File: config.mk
export PLATFORM = sky130hd
export DESIGN_NAME = hbus_cmd_regs
export DESIGN_NICKNAME = d
export VERILOG_FILES = /design/src/rtl/hbd_pkg.sv /design/src/rtl/hbd_rst_sync.sv /design/src/rtl/hbd_cmd_decode.sv /design/src/rtl/hbd_phase_ctrl.sv /design/src/rtl/hbd_regbank.sv /design/src/rtl/hbus_cmd_regs.sv
export SDC_FILE = /design/constraint.sdc
export NUM_CORES = 1
export LEC_CHECK = 0
export BUFFER_PORTS_ARGS = -buffer_cell sky130_fd_sc_hd__buf_2
export CELL_PAD_IN_SITES_DETAIL_PLACEMENT = 0
export CELL_PAD_IN_SITES_GLOBAL_PLACEMENT = 2
export CORE_MARGIN = 2
export CORE_UTILIZATION = 45
export CTS_CLUSTER_SIZE = 8
export DETAILED_ROUTE_END_ITERATION = 12
export GPL_TIMING_DRIVEN = 0
export PLACE_DENSITY_LB_ADDON = 0.1
export SKIP_LAST_GASP = 1
export SYNTH_ARGS = -nofsm -noshare
export SYNTH_HDL_FRONTEND = slang
export SYNTH_SLANG_ARGS = --single-unit
File: constraint.sdc
create_clock -name clk -period 15.75 [get_ports clk]
set_input_delay 4.725 -clock clk [delete_from_list [all_inputs] [get_ports clk]]
set_output_delay 4.725 -clock clk [all_outputs]
set_load 0.005 [all_outputs]
File: src/rtl/hbd_pkg.sv
package hbd_pkg;
  localparam int DATA_W    = 16;
  localparam int EP_IDX_W  = 4;
  localparam int N_EP      = 16;
  localparam int CNT_W     = 2;
  localparam int IRQ_WORDS = 2;
  localparam int N_MISC    = 5;

  localparam logic [7:0] CODE_ADDR   = 8'hB6;
  localparam logic [7:0] CODE_MODE   = 8'hB8;
  localparam logic [7:0] CODE_HWCFG  = 8'hBA;
  localparam logic [7:0] CODE_IRQEN  = 8'hC2;
  localparam logic [7:0] CODE_DMACFG = 8'hF0;
  localparam logic [7:0] CODE_DMACNT = 8'hF2;

  typedef enum logic [2:0] {
    TGT_NONE, TGT_EPCFG, TGT_ADDR, TGT_MODE,
    TGT_HWCFG, TGT_IRQEN, TGT_DMACFG, TGT_DMACNT
  } tgt_e;

  typedef struct packed {
    logic                valid;
    tgt_e                tgt;
    logic                rd;
    logic [EP_IDX_W-1:0] ep_idx;
    logic [CNT_W-1:0]    nwords;
  } cmd_t;
endpackage

File: src/rtl/hbd_rst_sync.sv
module hbd_rst_sync (
  input  logic clk,
  input  logic rst_n,
  output logic rst_sync_n
);
  logic meta_q;

  always_ff @(posedge clk or negedge rst_n) begin
    if (!rst_n) begin
      meta_q     <= 1'b0;
      rst_sync_n <= 1'b0;
    end else begin
      meta_q     <= 1'b1;
      rst_sync_n <= meta_q;
    end
  end
endmodule

File: src/rtl/hbd_cmd_decode.sv
module hbd_cmd_decode
  import hbd_pkg::*;
(
  input  logic [7:0] code,
  output cmd_t       dec
);
  always_comb begin
    dec        = '0;
    dec.tgt    = TGT_NONE;
    if (code[7:5] == 3'b001) begin
      dec.valid  = 1'b1;
      dec.tgt    = TGT_EPCFG;
      dec.rd     = code[4];
      dec.ep_idx = code[EP_IDX_W-1:0];
      dec.nwords = CNT_W'(1);
    end else begin
      dec.valid  = 1'b1;
      dec.rd     = code[0];
      dec.nwords = CNT_W'(1);
      case (code[7:1])
        CODE_ADDR[7:1]:   dec.tgt = TGT_ADDR;
        CODE_MODE[7:1]:   dec.tgt = TGT_MODE;
        CODE_HWCFG[7:1]:  dec.tgt = TGT_HWCFG;
        CODE_DMACFG[7:1]: dec.tgt = TGT_DMACFG;
        CODE_DMACNT[7:1]: dec.tgt = TGT_DMACNT;
        CODE_IRQEN[7:1]: begin
          dec.tgt    = TGT_IRQEN;
          dec.nwords = CNT_W'(IRQ_WORDS);
        end
        default: begin
          dec.valid  = 1'b0;
          dec.rd     = 1'b0;
          dec.nwords = '0;
        end
      endcase
    end
  end
endmodule

File: src/rtl/hbd_phase_ctrl.sv
module hbd_phase_ctrl
  import hbd_pkg::*;
(
  input  logic             clk,
  input  logic             rst_n,
  input  logic             cmd_stb,
  input  cmd_t             dec_in,
  input  logic             data_wr,
  input  logic             data_rd,
  output cmd_t             cur_q,
  output logic             pend_q,
  output logic [CNT_W-1:0] idx_q,
  output logic             word_wr,
  output logic             word_rd
);
  cmd_t             cur_n;
  logic             pend_n;
  logic [CNT_W-1:0] idx_n;
  logic [CNT_W-1:0] idx_inc;
  logic             adv;
  logic             last;
  logic             ld;

  always_comb begin
    word_wr = data_wr & pend_q & ~cur_q.rd;
    word_rd = data_rd & pend_q &  cur_q.rd;
    adv     = word_wr | word_rd;
    idx_inc = idx_q + 1'b1;
    last    = (idx_inc == cur_q.nwords);
    ld      = cmd_stb | adv;
    cur_n   = cur_q;
    pend_n  = pend_q;
    idx_n   = idx_q;
    if (cmd_stb) begin
      cur_n  = dec_in;
      pend_n = dec_in.valid;
      idx_n  = '0;
    end else if (adv) begin
      pend_n = ~last;
      idx_n  = last ? '0 : idx_inc;
    end
  end

  always_ff @(posedge clk or negedge rst_n) begin
    if (!rst_n) begin
      cur_q  <= '0;
      pend_q <= 1'b0;
      idx_q  <= '0;
    end else if (ld) begin
      cur_q  <= cur_n;
      pend_q <= pend_n;
      idx_q  <= idx_n;
    end
  end

  AST_IDX_IN_RANGE: assert property (@(posedge clk) disable iff (!rst_n)
    pend_q |-> (idx_q < cur_q.nwords));
  AST_LAST_WORD_ENDS: assert property (@(posedge clk) disable iff (!rst_n)
    (adv && last && !cmd_stb) |=> !pend_q);
  AST_UNKNOWN_IDLE: assert property (@(posedge clk) disable iff (!rst_n)
    (cmd_stb && !dec_in.valid) |=> !pend_q);
  AST_CMD_ZERO_IDX: assert property (@(posedge clk) disable iff (!rst_n)
    cmd_stb |=> (idx_q == '0));
endmodule

File: src/rtl/hbd_regbank.sv
module hbd_regbank
  import hbd_pkg::*;
(
  input  logic              clk,
  input  logic              rst_n,
  input  logic              we,
  input  cmd_t              sel,
  input  logic [CNT_W-1:0]  idx,
  input  logic [DATA_W-1:0] wdata,
  output logic [DATA_W-1:0] rd_word
);
  logic [N_EP-1:0][DATA_W-1:0]      ep_q;
  logic [IRQ_WORDS-1:0][DATA_W-1:0] irq_q;
  logic [N_MISC-1:0][DATA_W-1:0]    misc_q;
  logic [N_EP-1:0]                  ep_we;
  logic [IRQ_WORDS-1:0]             irq_we;
  logic [N_MISC-1:0]                misc_we;
  logic [N_MISC-1:0]                misc_hit;

  always_comb begin
    misc_hit = '0;
    case (sel.tgt)
      TGT_ADDR:   misc_hit[0] = 1'b1;
      TGT_MODE:   misc_hit[1] = 1'b1;
      TGT_HWCFG:  misc_hit[2] = 1'b1;
      TGT_DMACFG: misc_hit[3] = 1'b1;
      TGT_DMACNT: misc_hit[4] = 1'b1;
      default:    misc_hit    = '0;
    endcase
  end

  for (genvar g = 0; g < N_EP; g++) begin : g_ep
    assign ep_we[g] = we && (sel.tgt == TGT_EPCFG) && (sel.ep_idx == EP_IDX_W'(g));
    always_ff @(posedge clk or negedge rst_n) begin
      if (!rst_n)        ep_q[g] <= '0;
      else if (ep_we[g]) ep_q[g] <= wdata;
    end
  end

  for (genvar g = 0; g < IRQ_WORDS; g++) begin : g_irq
    assign irq_we[g] = we && (sel.tgt == TGT_IRQEN) && (idx == CNT_W'(g));
    always_ff @(posedge clk or negedge rst_n) begin
      if (!rst_n)         irq_q[g] <= '0;
      else if (irq_we[g]) irq_q[g] <= wdata;
    end
  end

  for (genvar g = 0; g < N_MISC; g++) begin : g_misc
    assign misc_we[g] = we && misc_hit[g];
    always_ff @(posedge clk or negedge rst_n) begin
      if (!rst_n)          misc_q[g] <= '0;
      else if (misc_we[g]) misc_q[g] <= wdata;
    end
  end

  always_comb begin
    rd_word = '0;
    case (sel.tgt)
      TGT_EPCFG: begin
        for (int i = 0; i < N_EP; i++)
          if (sel.ep_idx == EP_IDX_W'(i)) rd_word = ep_q[i];
      end
      TGT_IRQEN: begin
        for (int i = 0; i < IRQ_WORDS; i++)
          if (idx == CNT_W'(i)) rd_word = irq_q[i];
      end
      default: begin
        for (int i = 0; i < N_MISC; i++)
          if (misc_hit[i]) rd_word = misc_q[i];
      end
    endcase
  end

  AST_NO_WRITE_HOLDS: assert property (@(posedge clk) disable iff (!rst_n)
    !we |=> ($stable(ep_q) && $stable(irq_q) && $stable(misc_q)));
endmodule

File: src/rtl/hbus_cmd_regs.sv
module hbus_cmd_regs
  import hbd_pkg::*;
(
  input  logic              clk,
  input  logic              rst_n,
  input  logic              a_cmd,
  input  logic              wr_en,
  input  logic              rd_en,
  input  logic [DATA_W-1:0] wdata,
  output logic [DATA_W-1:0] rdata,
  output logic              data_pend
);
  logic              rst_sync_n;
  logic              cmd_stb;
  logic              data_wr;
  logic              data_rd;
  cmd_t              dec;
  cmd_t              cur;
  logic              pend;
  logic [CNT_W-1:0]  idx;
  logic              word_wr;
  logic              word_rd;
  logic [DATA_W-1:0] rd_word;

  assign cmd_stb = wr_en &  a_cmd;
  assign data_wr = wr_en & ~a_cmd;
  assign data_rd = rd_en & ~a_cmd;

  hbd_rst_sync i_rst_sync (
    .clk        (clk),
    .rst_n      (rst_n),
    .rst_sync_n (rst_sync_n)
  );

  hbd_cmd_decode i_decode (
    .code (wdata[7:0]),
    .dec  (dec)
  );

  hbd_phase_ctrl i_phase (
    .clk     (clk),
    .rst_n   (rst_sync_n),
    .cmd_stb (cmd_stb),
    .dec_in  (dec),
    .data_wr (data_wr),
    .data_rd (data_rd),
    .cur_q   (cur),
    .pend_q  (pend),
    .idx_q   (idx),
    .word_wr (word_wr),
    .word_rd (word_rd)
  );

  hbd_regbank i_regs (
    .clk     (clk),
    .rst_n   (rst_sync_n),
    .we      (word_wr),
    .sel     (cur),
    .idx     (idx),
    .wdata   (wdata),
    .rd_word (rd_word)
  );

  assign rdata     = word_rd ? rd_word : '0;
  assign data_pend = pend;

  AST_RD_IDLE_ZERO: assert property (@(posedge clk) disable iff (!rst_sync_n)
    !(rd_en && !a_cmd) |-> (rdata == '0));
  AST_NOPEND_RD_ZERO: assert property (@(posedge clk) disable iff (!rst_sync_n)
    !data_pend |-> (rdata == '0));
endmodule

**After elaboration in Yosys (flattened, before gate mapping)**

Cells that the tools add are included.

- Bits of input ports: 21
- Bits in registers: 383
- Logic and storage cells: 149

- Muxes and demuxes: 42
- Eq/ne operators: 31
- Reduce and logical (&&, ||, !) cells: 32
- Bitwise logic cells: 12
- Add/sub/neg operators: 1

Operators by type and width:

| operator | number |
|---|---|
| 2-to-1 mux 16 bit | 24 |
| == test 7 bit (second input constant) | 6 |
| == test 4 bit (second input constant) | 8 |
| case mux 16 bit (2 select lines) | 1 |
| logical AND 1 bit | 25 |
| case mux 3 bit (6 select lines) | 1 |
| == test 4 x 3 -> 1 bit (second input constant) | 4 |
| == test 3 bit (second input constant) | 4 |
| 2-to-1 mux 1 bit | 9 |
| == test 4 x 2 -> 1 bit (second input constant) | 2 |
| 2-to-1 mux 2 bit | 4 |
| AND 1 bit | 7 |
| == test 3 x 1 -> 1 bit (second input constant) | 2 |
| == test 3 x 2 -> 1 bit (second input constant) | 2 |
| OR reduction 6 bit | 1 |
| 2-to-1 mux 5 bit | 1 |
| OR reduction 5 bit | 1 |
| == test 4 x 1 -> 1 bit (second input constant) | 1 |
| logical NOT 4 bit | 1 |
| 2-to-1 mux 4 bit | 1 |
| case mux 2 bit (2 select lines) | 1 |
| AND reduction 2 bit | 2 |
| NOT 1 bit | 3 |
| adder 2 x 1 -> 2 bit (second input constant) | 1 |
| other kinds (5) | 6 |

**Longest topological paths before layout**

Gate-level depths: netlist of the first run.

- Depth after elaboration: 19
- Mapped depth: 9
- Mapped depth without buffers: 7

**Modules after synthesis**

Synthesis of the first run repeated with hierarchy kept, for this count alone.

- Cells, all modules: 1494
- Area total of the unflattened synthesis: 18701.7 µm²

By module, submodules not included:

| module | cells each | instances | sequential area each (µm²) | area each (µm²) |
|---|---|---|---|---|
| hbd_regbank | 1390 | 1 | 9208.8 | 17646.9 |
| hbd_phase_ctrl | 50 | 1 | 350.3 | 635.6 |
| hbd_cmd_decode | 31 | 1 | 0.0 | 220.2 |
| hbus_cmd_regs | 20 | 1 | 0.0 | 145.1 |
| hbd_rst_sync | 3 | 1 | 50.0 | 53.8 |

**Worst setup path after synthesis of the first run**

Ideal clock, no wire load.

- Kind: input-to-output
- Start: input rd_en
- End: output rdata[0]
- Arrival time: 5987 ps
- Data required time: 11025 ps
- Cell stages on the path: 5
- Slack: 5038 ps
- Buffers on the path: 0
- Cells stage by stage: nand2_1 > nor3b_1 > o21ai_0 > or4_1 > a21oi_1

- Cells in the longest elaborated chain, start to end: 4

RTL lines:

| item | RTL line | source |
|---|---|---|
| start, declared | hbus_cmd_regs.sv:8 | `input logic rd_en,` |
| AND 1 bit | hbus_cmd_regs.sv:27 | `assign data_rd = rd_en & ~a_cmd;` |
| AND 1 bit (2 in a row) | hbd_phase_ctrl.sv:26 | `word_rd = data_rd & pend_q & cur_q.rd;` |
| 2-to-1 mux 16 bit | hbus_cmd_regs.sv:64 | `assign rdata = word_rd ? rd_word : '0;` |
| end, declared | hbus_cmd_regs.sv:10 | `output logic [DATA_W-1:0] rdata,` |

Every way passes these cells.

**Worst setup path after layout of the first run**

- Start: input a_cmd
- End: output rdata[7]

- Cells in the longest elaborated chain, start to end: 5

RTL lines:

| item | RTL line | source |
|---|---|---|
| start, declared | hbus_cmd_regs.sv:6 | `input logic a_cmd,` |
| NOT 1 bit | hbus_cmd_regs.sv:27 |  |
| AND 1 bit | hbus_cmd_regs.sv:27 |  |
| AND 1 bit (2 in a row) | hbd_phase_ctrl.sv:26 |  |
| 2-to-1 mux 16 bit | hbus_cmd_regs.sv:64 |  |

Every way passes these cells.

==> results of run 1 <==
[kinds of logic after synthesis]
family	synth area share [%]
buf+inv	3.702
simple gates	6.802
other cells	0.02051
flops	52.42
compound gates	10.44
xor+xnor	0.09582
fa+ha+maj	0.1368
mux	26.39
[power by group through the flow]
stage / registers [mW] / logic (mW) / clock network, mW
6_report: 1.07 / 0.286 / 1.00
3_3_place_gp: 1.10 / 0.256 / 0
5_1_grt: 1.07 / 0.304 / 1.06
4_1_cts: 1.06 / 0.284 / 1.02
3_5_place_dp: 1.08 / 0.284 / 0
2_1_floorplan: 1.09 / 0.163 / 0
[metal layers]
metal	vias up	routed length (um)	track usage, %
li1	5477	-	-
met1	6873	28660	44.41
met2	450	28010	46.65
met3	125	3325	4.197
met4	0	2430	12.02
met5	-	0	0
[cell type report]
type / instances / area, um^2 / share of cell area [%]
sequential: 383 / 9588 / 46.49
clock buffer: 55 / 1334 / 6.468
clock inverter: 2 / 17.52 / 0.08494
inverter: 14 / 52.55 / 0.2548
multi-input combinational: 897 / 8031 / 38.95
buffer: 136 / 624.3 / 3.028
timing repair buffer: 38 / 317.8 / 1.541
tap: 525 / 656.9 / 3.185
[worst max-delay path, cell delays in order]
cell and delay (ns):
buf_2 0.14, nor3b_2 0.67, clkbuf_1 0.57, o21ai_0 0.21
a211oi_1 0.69, o31a_1 0.27, buf_2 0.12
[cells in the mapped netlist (all sizes together), types with 11 or more instances]
| master | count | area (um^2) |
|---|---|---|
| mux4 | 18 | 405.4 |
| mux2 | 380 | 4279 |
| nor2 | 35 | 133.9 |
| a221oi | 38 | 332.8 |
| a32oi | 11 | 96.34 |
| nand2b | 20 | 125.1 |
| a22o | 11 | 96.34 |
| nor3 | 11 | 55.05 |
| clkbuf | 77 | 290.3 |
| o21ai | 57 | 285.3 |
| buf | 59 | 334.1 |
| dfrtp | 383 | 9584 |
| a21oi | 45 | 225.2 |
| nand2 | 57 | 229.0 |
| inv | 13 | 48.79 |
| mux2i | 14 | 140.1 |
| a221o | 11 | 110.1 |
| o221ai | 13 | 113.9 |
| nand3 | 25 | 225.2 |
| nor2b | 17 | 106.4 |
[how the worst min path moves through the flow]
stage | to | slack, ns | start | cells after the start
finish | i_regs.misc_q[19]$_DFFE_PN0P_ | 0.22 | i_rst_sync.rst_sync_n$_DFF_PN0_ | 0
global route | i_regs.misc_q[19]$_DFFE_PN0P_ | 0.25 | i_rst_sync.rst_sync_n$_DFF_PN0_ | 0
CTS | i_regs.misc_q[16]$_DFFE_PN0P_ | 0.24 | i_rst_sync.rst_sync_n$_DFF_PN0_ | 0
detailed placement | i_regs.misc_q[16]$_DFFE_PN0P_ | 0.23 | i_rst_sync.rst_sync_n$_DFF_PN0_ | 0
global placement | i_rst_sync.rst_sync_n$_DFF_PN0_ | 0.34 | i_rst_sync.meta_q$_DFF_PN0_ | 0
floorplan | i_rst_sync.rst_sync_n$_DFF_PN0_ | 0.33 | i_rst_sync.meta_q$_DFF_PN0_ | 0
[registers in the layout, summed over array words and instances (netlist names)]
register               cells
i_phase.cur_q             10
i_phase.idx_q              2
i_phase.pend_q             1
i_regs.ep_q              256
i_regs.irq_q              32
i_regs.misc_q             80
i_rst_sync.meta_q          1
i_rst_sync.rst_sync_n      1
[through the flow]
stage	power, mW	cells	setup slack (ns)	area [um^2]
6_report	2.353	2050	3.632	20620
5_1_grt	2.439	2050	3.488	20620
4_1_cts	2.368	2050	3.187	20620
3_5_place_dp	1.365	1993	3.200	19270
3_3_place_gp	1.355	1987	-0.5553	19100
2_1_floorplan	1.250	1430	4.285	18290
==> qor.yml, run 1 <==
finish:
  fillers: 3520
  finalNetCount: 1546
  layout_common_cells: "dfrtp_1 (382), mux2_2 (300), mux2_1 (80)"
  finish.utilization_pct: 51.67
  drive_gt1_share_pct: 31.67
  n_antenna_cell: 0
  synthToLayoutAreaGrowth_pct: 12.78
  layout_commonest_cell: "dfrtp_1"
sta:
  finalSetupViolCount: 0
  fin_crit_ns: 12.12
  rsz0062_at_grt: "no"
  tns_ns: 0
  min_period_over_period_pct: 76.94
  fmax_mhz: 82.52
  timing.hold.ws_ns: 0.2249
  skew_ns: 0.03213
  final_hold_viol_count: 0
  slew_headroom_pct: 15.33
  worst_slew_pin_slew_ns: 1.270
  slew_violations: 0
clock_network:
  h-tree-depth: 2
  cts_sinks: 383
  root_buffer: "clkbuf_16"
  cts-resized-gates: 0
  insertion_delay_ns: 0.61
  cts_hold_buf: 0
  numCtsBuffers: 53
  clkSlewWorstSetupHoldPaths_ns: 0.05
  post_cts_buffers: 0
  clockBufferDepth: 3
  cts_tree: "yes"
die:
  die_h_um: 205.6
  die_x_um: 205.6
  start_util_pct: 45.81
  core_area_mm2: 0.03991
  dieArea_mm2: 0.04226
  std_cell_rows: 73
  ioPinCount: 38
power_and_ir_drop:
  clkPwrFrac_pct: 42.6
  irDropWorstVdd_mv: 0.08892
  intPower_mw: 1.726
  p_switching_uw: 626.8
  p_sw_share_pct: 26.64
  power_frac_comb_pct: 12.1
  seqPwrFrac_pct: 45.3
  power_density_mw_per_mm2: 114.1
  leakage_nw: 9.919
routing:
  ant_nets: 0
  drt-initial-drc-count: 1113
  finalWirelength_um: 62420
  dr.pass1.iters: 5
  wl_per_cell_um: 30.45
  via_per_inst: 6.305
  vias: 12925
  drc: 0
global_routing:
  grt_usage_pct: 30.65
  grt_pass1_vias: 13261
  grt_max_degree: 71
  grt_overflow: 0
  antenna_found_initial: 1
  grt_first_pass_wirelength_um: 92280
setup_path:
  startpoint: "a_cmd"
  cp.arrival_ns: 7.39
  r2r_cells: 8
  worst_ep_required_time_ns: 11.03
  timing.rr.end: "i_regs.ep_q[118]$_DFFE_PN0P_"
  rrSetupSlack_ns: 12.32
  critical_path.endpoint: "rdata[7]"
  reg2reg_from: "i_phase.cur_q[5]$_DFFE_PN0P_"
  setup.worst_path.end_class: "output pin"
  startpoint_type: "input port"
  crit_fanout: 10
  crit_type: "in2out"
yosys:
  synth_area_mm2: 0.01829
  ys_seq_area_share_pct: 52.42
  avgSynthCellArea_um2: 12.79
  synth_edf_count: 0
  yosys.cell_types.count: 76
  synthFlopType: "dfrtp_1"
  synthArstFlopShare_pct: 100.0
  yosysWarnings: 0
  ys_ff_latch: 383
  syn-num-nets: 1453
  syn-instance-count: 1430
outcome:
  outcome: "complete, no violations"
placed_design:
  io_buffers: 32
  gp_congestion: 0.8589
  place_hpwl_um: 43930
hold_path:
  worstHoldPathType: "reg2async"
job:
  maxCapViolations: 0
Power figures use the tool's default switching activity.
==> run 2: changes to the inputs <==
- ABC_AREA: unset -> 1
- CORE_UTILIZATION: 45 -> 35
- clock period: 15.75 -> 10.05 ns (I/O delays scaled with it)
==> run 2 against run 1 <==
Effect of this change:
- the flow now finishes with violations (max-capacitance violations, max-slew violations)
- die area up 20%
- combinational power is 110% higher
- sequential power grew 63%
- design area shrank 4.8%
- critical endpoint is now rdata[2]
- largest cell class unchanged
- largest power group unchanged
==> qor.yml, run 2 <==
power_and_ir_drop:
  clkPwrFrac_pct: 41.0  # -1.6 points
  leakage_nw: 9.003  # -9.2%
  seqPwrFrac_pct: 43.8  # -1.5 points
  power.total_mw: 3.962  # +68%
  p_sw_share_pct: 29.84  # +3.2 points
  intPower_mw: 2.780  # +61%
  irDropWorstVdd_mv: 0.1014  # +14%
  power_frac_comb_pct: 15.2  # +3.1 points
  p_switching_mw: 1.182  # +89%
  power_density_mw_per_mm2: 201.7  # +77%
yosys:
  muxShareOfSynthArea_pct: 0  # -26 points
  ys_seq_area_share_pct: 56.04  # +3.6 points
  synth_area_mm2: 0.01710  # -6.5%
  synth_most_common_cell: "nand2_1"
  synth_top_family_by_area: "simple AND/OR/NAND/NOR gates"
  avgSynthCellArea_um2: 8.421  # -34%
  synth_compound_area_share_pct: 15.05  # +4.6 points
  synthAdderAreaFrac_pct: 0.1463  # +0.0095 points
  synthFlopType: "dfrtp_1"
  synth_edf_count: 0  # unchanged
  yosys.area_share.simple_pct: 23.17  # +16 points
  ys_ff_latch: 383  # unchanged
  yosys.area.top_type: "dfrtp_1"
  yosys.cell_types.count: 38  # -50%
  synth-xor-area-share_pct: 0  # -0.096 points
  yosysWarnings: 0  # unchanged
  syn-num-nets: 2054  # +41%
  netlist_top_cells_count: "nand2_1 (704), dfrtp_1 (383), o21ai_0 (363)"
  syn-instance-count: 2031  # +42%
  yosysTopAreaCellShare_pct: 56.04  # +3.6 points
  synthTopCellsByArea: "dfrtp_1 (56%), nand2_1 (15%), o21ai_0 (11%)"
  synthArstFlopShare_pct: 100.0  # unchanged
sta:
  fin_crit_ns: 7.734
  tns_ns: 0  # unchanged
  slew_violations: 14  # +14
  rsz0062_at_grt: "no"
  setup_ws_ns: 2.316  # -1.316 ns
  slew_headroom_pct: -3.582  # -19 points
  worst_slew_pin_slew_ns: 1.554  # +0.2837 ns
  final_hold_viol_count: 0  # unchanged
  skew_ns: 0.01529  # -0.01685 ns
  finalSetupViolCount: 0  # unchanged
  fmax_mhz: 129.3
  min_period_over_period_pct: 76.95
finish:
  largest_reg_flops: 256  # unchanged
  drive_gt1_share_pct: 10.65  # -21 points
  layout_commonest_cell: "nand2_1"
  layout_common_cells: "nand2_1 (704), dfrtp_1 (382), o21ai_0 (363)"
  finalNetCount: 2152  # +39%
  largestRegisters: "i_regs.ep_q x256, i_regs.misc_q x80, i_regs.irq_q x32"
  synthToLayoutAreaGrowth_pct: 14.83
  regMostFlops: "i_regs.ep_q"
setup_path:
  r2r_cells: 8  # unchanged
  setup.worst_path.end_class: "output pin"
  cp.arrival_ns: 4.72  # -2.67 ns
  crit_fanout: 10  # unchanged
  crit_chain: "buf_2 -> nor2_1 -> nand3_1 -> clkbuf_1 -> a31oi_1 -> o21ai_0 -> a21oi_1 -> buf_2"
  rrSetupSlack_ns: 7.46  # -4.86 ns
  cp_common_cell: "buf_2"
  crit_path_top_delay_cell: "clkbuf_1"
  critical-path-max-stage-delay_ns: 0.36  # -0.33 ns
  crit_type: "in2out"
  startpoint_type: "input port"
  worst_ep_required_time_ns: 7.04  # -3.99 ns
clock_network:
  cts_sinks: 383  # unchanged
  post_cts_buffers: 0  # unchanged
  cts_tree: "yes"
  cts-resized-gates: 0  # unchanged
  root_buffer: "clkbuf_16"
  h-tree-depth: 2  # unchanged
  cts_hold_buf: 0  # unchanged
  clkSlewWorstSetupHoldPaths_ns: 0.05  # about the same
  numCtsBuffers: 53  # unchanged
  insertion_delay_ns: 0.59  # -0.02 ns
  clockBufferDepth: 3  # unchanged
routing:
  ant_nets: 0  # unchanged
  via_per_inst: 5.343  # -15%
  dr.pass1.iters: 5  # unchanged
  wl_per_cell_um: 24.53  # -19%
  drt-initial-drc-count: 1375  # +24%
  vias: 14735  # +14%
  drc: 0  # unchanged
  finalWirelength_um: 67650  # +8.4%
global_routing:
  grt_usage_pct: 27.39  # -3.3 points
  grt_overflow: 0  # unchanged
  antenna_found_initial: 7  # +6
  grt_max_degree: 68  # -4.2%
  grt_first_pass_wirelength_um: 99890  # +8.2%
  grt_pass1_vias: 14384  # +8.5%
die:
  start_util_pct: 35.23  # -11 points
  std_cell_rows: 81  # +11%
  core_area_mm2: 0.04855  # +22%
  dieArea_mm2: 0.05065  # +20%
  ioPinCount: 38  # unchanged
  die_x_um: 225.1  # +9.5%
  die_h_um: 225.1  # +9.5%
job:
  maxCapViolations: 1  # +1
outcome:
  violations: "max-capacitance violations, max-slew violations"
  outcome: "finished, violations left"
placed_design:
  gp_congestion: 0.8254  # -3.9%
  pre_cts_slack_ns: 2.373  # -0.8271 ns
  io_buffers: 37  # +16%
  place_hpwl_um: 46470  # +5.8%
hold_path:
  worstHoldPathType: "reg2async"
run 2: area by class of cell:
type,instances,area [um^2]
Fill cell,5012,28910
Timing Repair Buffer,43,350.3
Multi-Input combinational cell,1419,6565
Clock buffer,57,1384
Antenna cell,4,10.01
Inverter,94,352.8
Tap cell,622,778.2
Clock inverter,1,8.758
Sequential cell,383,9588
Buffer,135,601.8
run 2: logic make-up (layout without fill, tap and decap cells):
group,Yosys count,count (layout)
simple gates,927,927
flops,383,383
compound gates,489,489
other cells,1,5
fa+ha+maj,2,2
buf+inv,229,330
run 2: worst paths after layout:
path,to,startpoint
worst max-delay path,rdata[2],a_cmd
worst min-delay path,i_regs.misc_q[2]$_DFFE_PN0P_,i_rst_sync.rst_sync_n$_DFF_PN0_
worst max register to register,i_regs.ep_q[210]$_DFFE_PN0P_,i_phase.pend_q$_DFFE_PN0P_
worst min register to register,i_regs.misc_q[2]$_DFFE_PN0P_,i_rst_sync.rst_sync_n$_DFF_PN0_
max in group asynchronous,i_rst_sync.rst_sync_n$_DFF_PN0_,rst_n
min in group clk,i_rst_sync.rst_sync_n$_DFF_PN0_,i_rst_sync.meta_q$_DFF_PN0_
run 2: power by group through the flow:
stage,registers [mW],logic (mW),clock network [mW]
after global routing,1.75,0.666,1.72
after global placement,1.79,0.559,0
after CTS,1.73,0.604,1.66
after detailed placement,1.76,0.602,0
after floorplan,1.76,0.312,0
final,1.74,0.602,1.62
run 2: routing by layer:
| layer | part of all wire (%) | wire (um) | track usage (%) |
|---|---|---|---|
| met3 | 7.1 | 4818 | 5.711 |
| met5 | 0.033 | 22 | 0 |
| met1 | 45 | 30530 | 38.91 |
| met2 | 44 | 29890 | 41.10 |
| met4 | 3.5 | 2394 | 10.30 |
run 2: per-stage QoR:
stage	instance area (um^2)	cells	utilization, %	hold slack, ns
global placement	18070	2690	37.22	0.3363
finish	19640	2758	40.45	0.1592
floorplan	17100	2031	-	0.3311
CTS	19630	2754	40.43	0.1632
global route	19630	2755	40.44	0.1787
detailed placement	18240	2696	37.56	0.1585
run 2: worst max-delay path, delay by kind of cell:
kind	cells	cell delay [ns]
AO/OA/AOI/OAI	3	0.66
buffers and inverters	3	0.62
AND/OR/NAND/NOR	2	0.42
